$ cat src/rtl/vme_wd_pkg.sv
package vme_wd_pkg;

    localparam int ADDR_W     = 32;
    localparam int AM_W       = 6;
    localparam int SLOT_W     = 4;
    localparam int SLOT_FIRST = 3;
    localparam int SLOT_COUNT = 6;
    localparam int SLOT_SHIFT = 27;
    localparam logic [ADDR_W-1:0] SLOT_BASE = 32'h5000_0000;
    localparam logic [23:0] A24_TOP = 24'hBF_FFFF;

    typedef enum logic [1:0] {
        ST_IDLE   = 2'd0,
        ST_TIMING = 2'd1,
        ST_ACKED  = 2'd2,
        ST_ERROR  = 2'd3
    } wd_state_e;

    typedef enum logic [1:0] {
        KIND_OTHER  = 2'd0,
        KIND_SINGLE = 2'd1,
        KIND_BLOCK  = 2'd2
    } xfer_kind_e;

    typedef enum logic [1:0] {
        SPACE_NONE = 2'd0,
        SPACE_A24  = 2'd1,
        SPACE_A32  = 2'd2
    } xfer_space_e;

    typedef struct packed {
        logic [ADDR_W-1:0] addr;
        logic [AM_W-1:0]   am;
        xfer_kind_e        kind;
        xfer_space_e       space;
        logic [SLOT_W-1:0] slot;
    } fault_rec_t;

    function automatic xfer_kind_e kind_of(input logic [AM_W-1:0] m);
        case (m)
            6'h09, 6'h0A, 6'h0D, 6'h0E,
            6'h39, 6'h3A, 6'h3D, 6'h3E: kind_of = KIND_SINGLE;
            6'h08, 6'h0B, 6'h0C, 6'h0F,
            6'h38, 6'h3B, 6'h3C, 6'h3F: kind_of = KIND_BLOCK;
            default:                    kind_of = KIND_OTHER;
        endcase
    endfunction

    function automatic xfer_space_e space_of(input logic [AM_W-1:0] m,
                                             input logic [ADDR_W-1:0] a);
        if (m[5:3] == 3'b001)
            space_of = SPACE_A32;
        else if (m[5:3] == 3'b111 && a[23:0] <= A24_TOP)
            space_of = SPACE_A24;
        else
            space_of = SPACE_NONE;
    endfunction

    function automatic logic [SLOT_W-1:0] slot_of(input logic [ADDR_W-1:0] a);
        logic [ADDR_W-1:0] off;
        logic [ADDR_W-1:0] idx;
        off = a - SLOT_BASE;
        idx = off >> SLOT_SHIFT;
        if (a >= SLOT_BASE && idx < ADDR_W'(SLOT_COUNT))
            slot_of = SLOT_W'(idx + ADDR_W'(SLOT_FIRST));
        else
            slot_of = '0;
    endfunction

endpackage

$ cat src/rtl/vme_wd_sync.sv
module vme_wd_sync #(
    parameter int WIDTH  = 3,
    parameter int STAGES = 2,
    parameter logic [WIDTH-1:0] INIT = '1
) (
    input  logic             clk,
    input  logic             rst,
    input  logic [WIDTH-1:0] din,
    output logic [WIDTH-1:0] dout
);
    logic [WIDTH-1:0] stage_q [STAGES];

    for (genvar s = 0; s < STAGES; s++) begin : g_stage
        always_ff @(posedge clk) begin
            if (rst)
                stage_q[s] <= INIT;
            else if (s == 0)
                stage_q[s] <= din;
            else
                stage_q[s] <= stage_q[(s == 0) ? 0 : s-1];
        end
    end

    assign dout = stage_q[STAGES-1];
endmodule

$ cat src/rtl/vme_wd_timer.sv
module vme_wd_timer
    import vme_wd_pkg::*;
#(
    parameter int TIMEOUT_CYCLES = 2560
) (
    input  logic clk,
    input  logic rst,
    input  logic as_act,
    input  logic ds_act,
    input  logic ack_act,
    output logic berr,
    output logic timeout_evt
);
    localparam int CW = $clog2(TIMEOUT_CYCLES + 1);
    localparam logic [CW-1:0] LAST = CW'(TIMEOUT_CYCLES - 1);

    wd_state_e      state_q, state_d;
    logic [CW-1:0]  cnt_q, cnt_d;

    always_comb begin
        state_d     = state_q;
        cnt_d       = cnt_q;
        timeout_evt = 1'b0;
        case (state_q)
            ST_IDLE: begin
                cnt_d = '0;
                if (as_act && ds_act)
                    state_d = ack_act ? ST_ACKED : ST_TIMING;
            end
            ST_TIMING: begin
                if (!as_act || !ds_act) begin
                    state_d = ST_IDLE;
                end else if (ack_act) begin
                    state_d = ST_ACKED;
                end else if (cnt_q == LAST) begin
                    state_d     = ST_ERROR;
                    timeout_evt = 1'b1;
                end else begin
                    cnt_d = cnt_q + 1'b1;
                end
            end
            ST_ACKED: begin
                if (!as_act || !ds_act)
                    state_d = ST_IDLE;
            end
            ST_ERROR: begin
                if (!as_act)
                    state_d = ST_IDLE;
            end
            default: state_d = ST_IDLE;
        endcase
    end

    always_ff @(posedge clk) begin
        if (rst) begin
            state_q <= ST_IDLE;
            cnt_q   <= '0;
        end else begin
            state_q <= state_d;
            cnt_q   <= cnt_d;
        end
    end

    assign berr = (state_q == ST_ERROR);


    cnt_bound_chk: assert property (@(posedge clk) disable iff (rst)
        cnt_q < CW'(TIMEOUT_CYCLES));

    no_idle_jump_chk: assert property (@(posedge clk) disable iff (rst)
        state_q == ST_IDLE |=> state_q != ST_ERROR);

    ack_no_err_chk: assert property (@(posedge clk) disable iff (rst)
        (state_q == ST_TIMING && ack_act) |=> state_q != ST_ERROR);

    berr_hold_chk: assert property (@(posedge clk) disable iff (rst)
        (berr && as_act) |=> berr);
endmodule

$ cat src/rtl/vme_wd_fault_log.sv
module vme_wd_fault_log
    import vme_wd_pkg::*;
(
    input  logic              clk,
    input  logic              rst,
    input  logic              timeout_evt,
    input  logic              clr,
    input  logic [ADDR_W-1:0] addr,
    input  logic [AM_W-1:0]   am,
    output logic              valid,
    output fault_rec_t        rec
);
    logic       valid_q;
    fault_rec_t rec_q, rec_new;

    always_comb begin
        rec_new.addr  = addr;
        rec_new.am    = am;
        rec_new.kind  = kind_of(am);
        rec_new.space = space_of(am, addr);
        rec_new.slot  = (rec_new.space == SPACE_A32) ? slot_of(addr) : '0;
    end

    always_ff @(posedge clk) begin
        if (rst) begin
            valid_q <= 1'b0;
            rec_q   <= '0;
        end else if (timeout_evt && (!valid_q || clr)) begin
            valid_q <= 1'b1;
            rec_q   <= rec_new;
        end else if (clr) begin
            valid_q <= 1'b0;
        end
    end

    assign valid = valid_q;
    assign rec   = rec_q;


    sticky_valid_chk: assert property (@(posedge clk) disable iff (rst)
        (valid_q && !clr) |=> valid_q);

    frozen_rec_chk: assert property (@(posedge clk) disable iff (rst)
        (valid_q && !clr) |=> $stable(rec_q));

    slot_range_chk: assert property (@(posedge clk) disable iff (rst)
        rec_q.slot == '0 ||
        (rec_q.slot >= SLOT_W'(SLOT_FIRST) &&
         rec_q.slot <  SLOT_W'(SLOT_FIRST + SLOT_COUNT)));
endmodule

$ cat src/rtl/vme_xfer_watchdog.sv
module vme_xfer_watchdog
    import vme_wd_pkg::*;
#(
    parameter int TIMEOUT_CYCLES = 2560,
    parameter int SYNC_STAGES    = 2
) (
    input  logic        clk,
    input  logic        rst,
    input  logic        as_n,
    input  logic        ds_n,
    input  logic        dtack_n,
    input  logic [31:0] addr,
    input  logic [5:0]  am,
    input  logic        fault_clr,
    output logic        bus_err_n,
    output logic        fault_valid,
    output logic [31:0] fault_addr,
    output logic [5:0]  fault_am,
    output logic [1:0]  fault_kind,
    output logic [1:0]  fault_space,
    output logic [3:0]  fault_slot
);
    logic [2:0] strobes_sync;
    logic       berr, evt;
    fault_rec_t rec;

    vme_wd_sync #(.WIDTH(3), .STAGES(SYNC_STAGES), .INIT(3'b111)) u_sync (
        .clk  (clk),
        .rst  (rst),
        .din  ({as_n, ds_n, dtack_n}),
        .dout (strobes_sync)
    );

    vme_wd_timer #(.TIMEOUT_CYCLES(TIMEOUT_CYCLES)) u_timer (
        .clk         (clk),
        .rst         (rst),
        .as_act      (~strobes_sync[2]),
        .ds_act      (~strobes_sync[1]),
        .ack_act     (~strobes_sync[0]),
        .berr        (berr),
        .timeout_evt (evt)
    );

    vme_wd_fault_log u_log (
        .clk         (clk),
        .rst         (rst),
        .timeout_evt (evt),
        .clr         (fault_clr),
        .addr        (addr),
        .am          (am),
        .valid       (fault_valid),
        .rec         (rec)
    );

    assign bus_err_n   = ~berr;
    assign fault_addr  = rec.addr;
    assign fault_am    = rec.am;
    assign fault_kind  = rec.kind;
    assign fault_space = rec.space;
    assign fault_slot  = rec.slot;


    fault_with_berr_chk: assert property (@(posedge clk) disable iff (rst)
        $rose(berr) |-> fault_valid);
endmodule

$ cat config.mk
export PLATFORM = sky130hd
export DESIGN_NAME = vme_xfer_watchdog
export DESIGN_NICKNAME = d
export VERILOG_FILES = /design/src/rtl/vme_wd_pkg.sv /design/src/rtl/vme_wd_sync.sv /design/src/rtl/vme_wd_timer.sv /design/src/rtl/vme_wd_fault_log.sv /design/src/rtl/vme_xfer_watchdog.sv
export SDC_FILE = /design/constraint.sdc
export NUM_CORES = 1
export LEC_CHECK = 0
export ABC_AREA = 0
export CORE_MARGIN = 1.5
export CORE_UTILIZATION = 45
export DETAILED_ROUTE_END_ITERATION = 6
export PLACE_DENSITY = 0.88
export SETUP_SLACK_MARGIN = 0.1
export SLEW_MARGIN = 20
export SYNTH_ARGS = -nofsm -noshare
export SYNTH_HDL_FRONTEND = slang
export SYNTH_HIERARCHICAL = 1
export SYNTH_SLANG_ARGS = --single-unit
$ cat constraint.sdc
create_clock -name clk -period 2.3 [get_ports clk]
set_clock_uncertainty 0.15 [all_clocks]
set_input_delay 0.46 -clock clk [delete_from_list [all_inputs] [get_ports clk]]
set_output_delay 0.46 -clock clk [all_outputs]
set_load 0.02 [all_outputs]
==> reports/results.tsv <==
metric	value	unit
status	complete, no violations	
P per Cell Area	576.8	mW/mm^2
transition time at the pin with the least slew margin	0.4650	ns
maximum buffer depth of the clock tree	2	
leakage	1.396	nW
Cell Chain, Critical Path	ha_1 -> and3_1 -> and4_4 -> nor4b_4 -> a31oi_1 -> a41o_1	
detailed placement HPWL	4522	um
TritonCTS clock tree	yes	
cell types with the highest counts after synthesis	sky130_fd_sc_hd__nand2_1 (84), sky130_fd_sc_hd__dfxtp_1 (67), sky130_fd_sc_hd__a21oi_1 (47), sky130_fd_sc_hd__nor2_1 (18), sky130_fd_sc_hd__inv_1 (10)	
total negative slack for setup checks	0	ns
Tot GR Track Use	19.63	%
Peak VDD IR	0.3362	mV
aggregate routed wire length	6292	um
Seq cells post-synth	67	
DP Cell Count	480	
endpoints failing hold	0	
kind of end point of the critical path	flop	
Buf/Inv on CP	0	
post-synthesis to final-layout area growth	43.18	%
DR DRC count	0	
routed len/inst	12.69	um
drt initial violations	109	
clk_lat worst skew	0.33	ns
number of nets in the synthesized netlist	370	
layout cell share with drive strength beyond 1	10.21	%
count of H-tree levels built during CTS	3	
R2R depth	6	
post-layout minimum cycle time	2.094	ns
sequential element share of the synthesized area	48.77	%
cells taking the most area after synthesis	sky130_fd_sc_hd__dfxtp_1 (49%), sky130_fd_sc_hd__nand2_1 (11%), sky130_fd_sc_hd__a21oi_1 (8.6%), sky130_fd_sc_hd__nor2_1 (2.5%), sky130_fd_sc_hd__ha_1 (2.3%)	
via count of the first global-routing pass	2333	
clock input transition at the sequential cells of the worst setup and hold paths	0.07	ns
worst hold path cell count	1	
Mapped Area	0.002750	mm^2
global route overflow	0	
most common cell in the synthesized netlist	sky130_fd_sc_hd__nand2_1	
unrepaired setup endpoints after global routing	false	
final core utilization	66.50	%
Die Span X	81.18	um
root buffer selected by CTS	sky130_fd_sc_hd__clkbuf_8	
count of maximum capacitance violations	0	
required arrival time at the worst endpoint	2.37	ns
max-slew violation count	0	
total inserted antenna cells	0	
kind of cell with the highest combined delay on the critical path	simple AND/OR/NAND/NOR gates	
antenna violation net count after detailed routing	0	
first-pass GRT wire length	9929	um
count of warnings emitted by yosys	6	
CTS resizes	0	
routed via count	2482	
final setup violation count	0	
worst r2r dst	u_timer/cnt_q[11]	
min-delay worst type	reg -> reg	
Routability Congestion	0.8122	
Layout Cells excl Fill	496	
Placement Rows	28	
largest net degree at the start of global routing	43	
number of vias per cell	5.004	
remaining max-slew budget at the tightest pin	68.87	%
Synth Area per Inst	8.567	um^2
number of inserted filler cells in the final layout	464	
beginning of the worst hold path	u_sync/stage_q[0][2]	
count of hold-fix buffers inserted at cts	0	
Port Buffers	91	
post-CTS setup buffer count	0	
Max Clk Rate	477.6	MHz
overall die area	0.006589	mm^2
worst reg2reg path startpoint	u_timer/cnt_q[0]	
share of flip-flops with an asynchronous set or reset after synthesis	0	%
critical path class	reg -> reg	
slowest library cell on the worst path	sky130_fd_sc_hd__nor4b_4	
leading register cell type out of synthesis	sky130_fd_sc_hd__dfxtp_1	
Initial Util	46.45	%
post-synth top area cell	sky130_fd_sc_hd__dfxtp_1	
maximum fanout along the worst path	8	
post-synthesis cell count	321	
Clock Sink Count	67	
pre-CTS setup slack	0.05247	ns
number of nets in the layout	465	
total core area	0.005921	mm^2
1st-pass router iterations	4	
top cell type's share of synthesized area	48.77	%
slack of the worst reg-to-reg path	0.21	ns
Min-Delay Endpoint	u_sync/stage_q[1][2]	
I/O pin count	92	
fin worst setup slack	0.2061	ns
number of buffers created by CTS	9	
slowest cell delay on critical path	0.49	ns
number of distinct library cells after synthesis	46	
number of antenna violations at the first check in global routing	0	
Arr. time, crit path	2.17	ns
Final Cycle Share	91.04	%
die boundary height	81.18	um
EDFF count, synth	0	
type of element launching the critical path	flop	
[cell families (layout without fill, tap and decap cells)]
logic type	count (synthesis)	in the layout	share of synthesized area, %
AND/OR/NAND/NOR	145	145	25.66
AO/OA/AOI/OAI	68	68	15.15
flip-flops	67	67	48.77
buffers and inverters	27	127	5.232
XOR/XNOR	8	8	2.548
adder cells (fa/ha/maj)	5	5	2.275
multiplexers	1	1	0.3640
[placed cells by master (no fill, tap or decap), types with 3 or more instances in the layout]
cell / instances
sky130_fd_sc_hd__inv_1: 10
sky130_fd_sc_hd__a21oi_1: 47
sky130_fd_sc_hd__clkdlybuf4s50_1: 89
sky130_fd_sc_hd__o21a_1: 4
sky130_fd_sc_hd__nor2_1: 18
sky130_fd_sc_hd__nand2b_1: 3
sky130_fd_sc_hd__buf_4: 9
sky130_fd_sc_hd__ha_1: 5
sky130_fd_sc_hd__nor3_1: 3
sky130_fd_sc_hd__nor3b_1: 3
sky130_fd_sc_hd__or2_1: 6
sky130_fd_sc_hd__nand3_1: 7
sky130_fd_sc_hd__nand2_1: 84
sky130_fd_sc_hd__dfxtp_1: 67
sky130_fd_sc_hd__clkbuf_8: 10
sky130_fd_sc_hd__xnor2_1: 7
sky130_fd_sc_hd__o2bb2ai_1: 4
[per-stage QoR]
stage	hold slack [ns]	power, mW	instance area [um^2]
floorplan	0.2332	1.234	2750
global placement	0.2354	1.328	3731
detailed placement	0.2516	1.329	3731
CTS	0.2691	2.300	3933
global route	0.3030	2.361	3938
finish	0.2662	2.271	3938
[how the worst max path moves through the flow]
stage / slack [ns] / cells past startpoint / to / from
after floorplan: 0.31 / 7 / u_timer/cnt_q[11] / u_timer/cnt_q[0]
after detailed placement: 0.05 / 7 / u_log/rec[3] / addr[28]
after global routing: 0.12 / 9 / u_log/rec[31] / u_timer/cnt_q[0]
after global placement: 0.11 / 7 / u_log/rec[1] / addr[28]
final: 0.21 / 6 / u_timer/cnt_q[11] / u_timer/cnt_q[0]
after CTS: 0.14 / 3 / bus_err_n / u_timer/state_q[0]
[layout make-up]
type                       instances  area (um^2)  area share (%)
sequential                        67         1341           34.06
multi-input combinational        227         1267           32.19
timing repair buffer             101        996.0           25.29
clock buffer                      10        137.6           3.495
tap                               75        93.84           2.383
clock inverter                     6        63.81           1.621
inverter                          10        37.54          0.9533
[sequential cells by signal (all words and copies together) (netlist names)]
register and count:
u_sync/stage_q 6, u_timer/cnt_q 12, u_timer/state_q 2, u_log/rec 46
u_log/valid 1
[worst register-to-register path, cell delays in order, from the launching register on]
cell                      delay, ns
sky130_fd_sc_hd__dfxtp_1       0.34
sky130_fd_sc_hd__ha_1          0.22
sky130_fd_sc_hd__and3_1        0.22
sky130_fd_sc_hd__and4_4        0.21
sky130_fd_sc_hd__nor4b_4       0.49
sky130_fd_sc_hd__a31oi_1       0.15
sky130_fd_sc_hd__a41o_1        0.21
[metal layers]
metal	global-route usage, %	up-vias	part of all wire, %
li1	-	1265	-
met3	5.056	9	6.4
met2	33.42	78	49
met5	0	-	0
met4	11.55	0	1.9
met1	22.03	1130	43
[power by group]
| part | switching (mW) | internal [mW] | total [mW] |
|---|---|---|---|
| Sequential | 0.00111 | 1.16 | 1.17 |
| Clock | 0.438 | 0.530 | 0.967 |
| Combinational | 0.0521 | 0.0861 | 0.138 |
| Total | 0.491 | 1.78 | 2.27 |
Note: power is estimated with default switching activity, not from simulation.
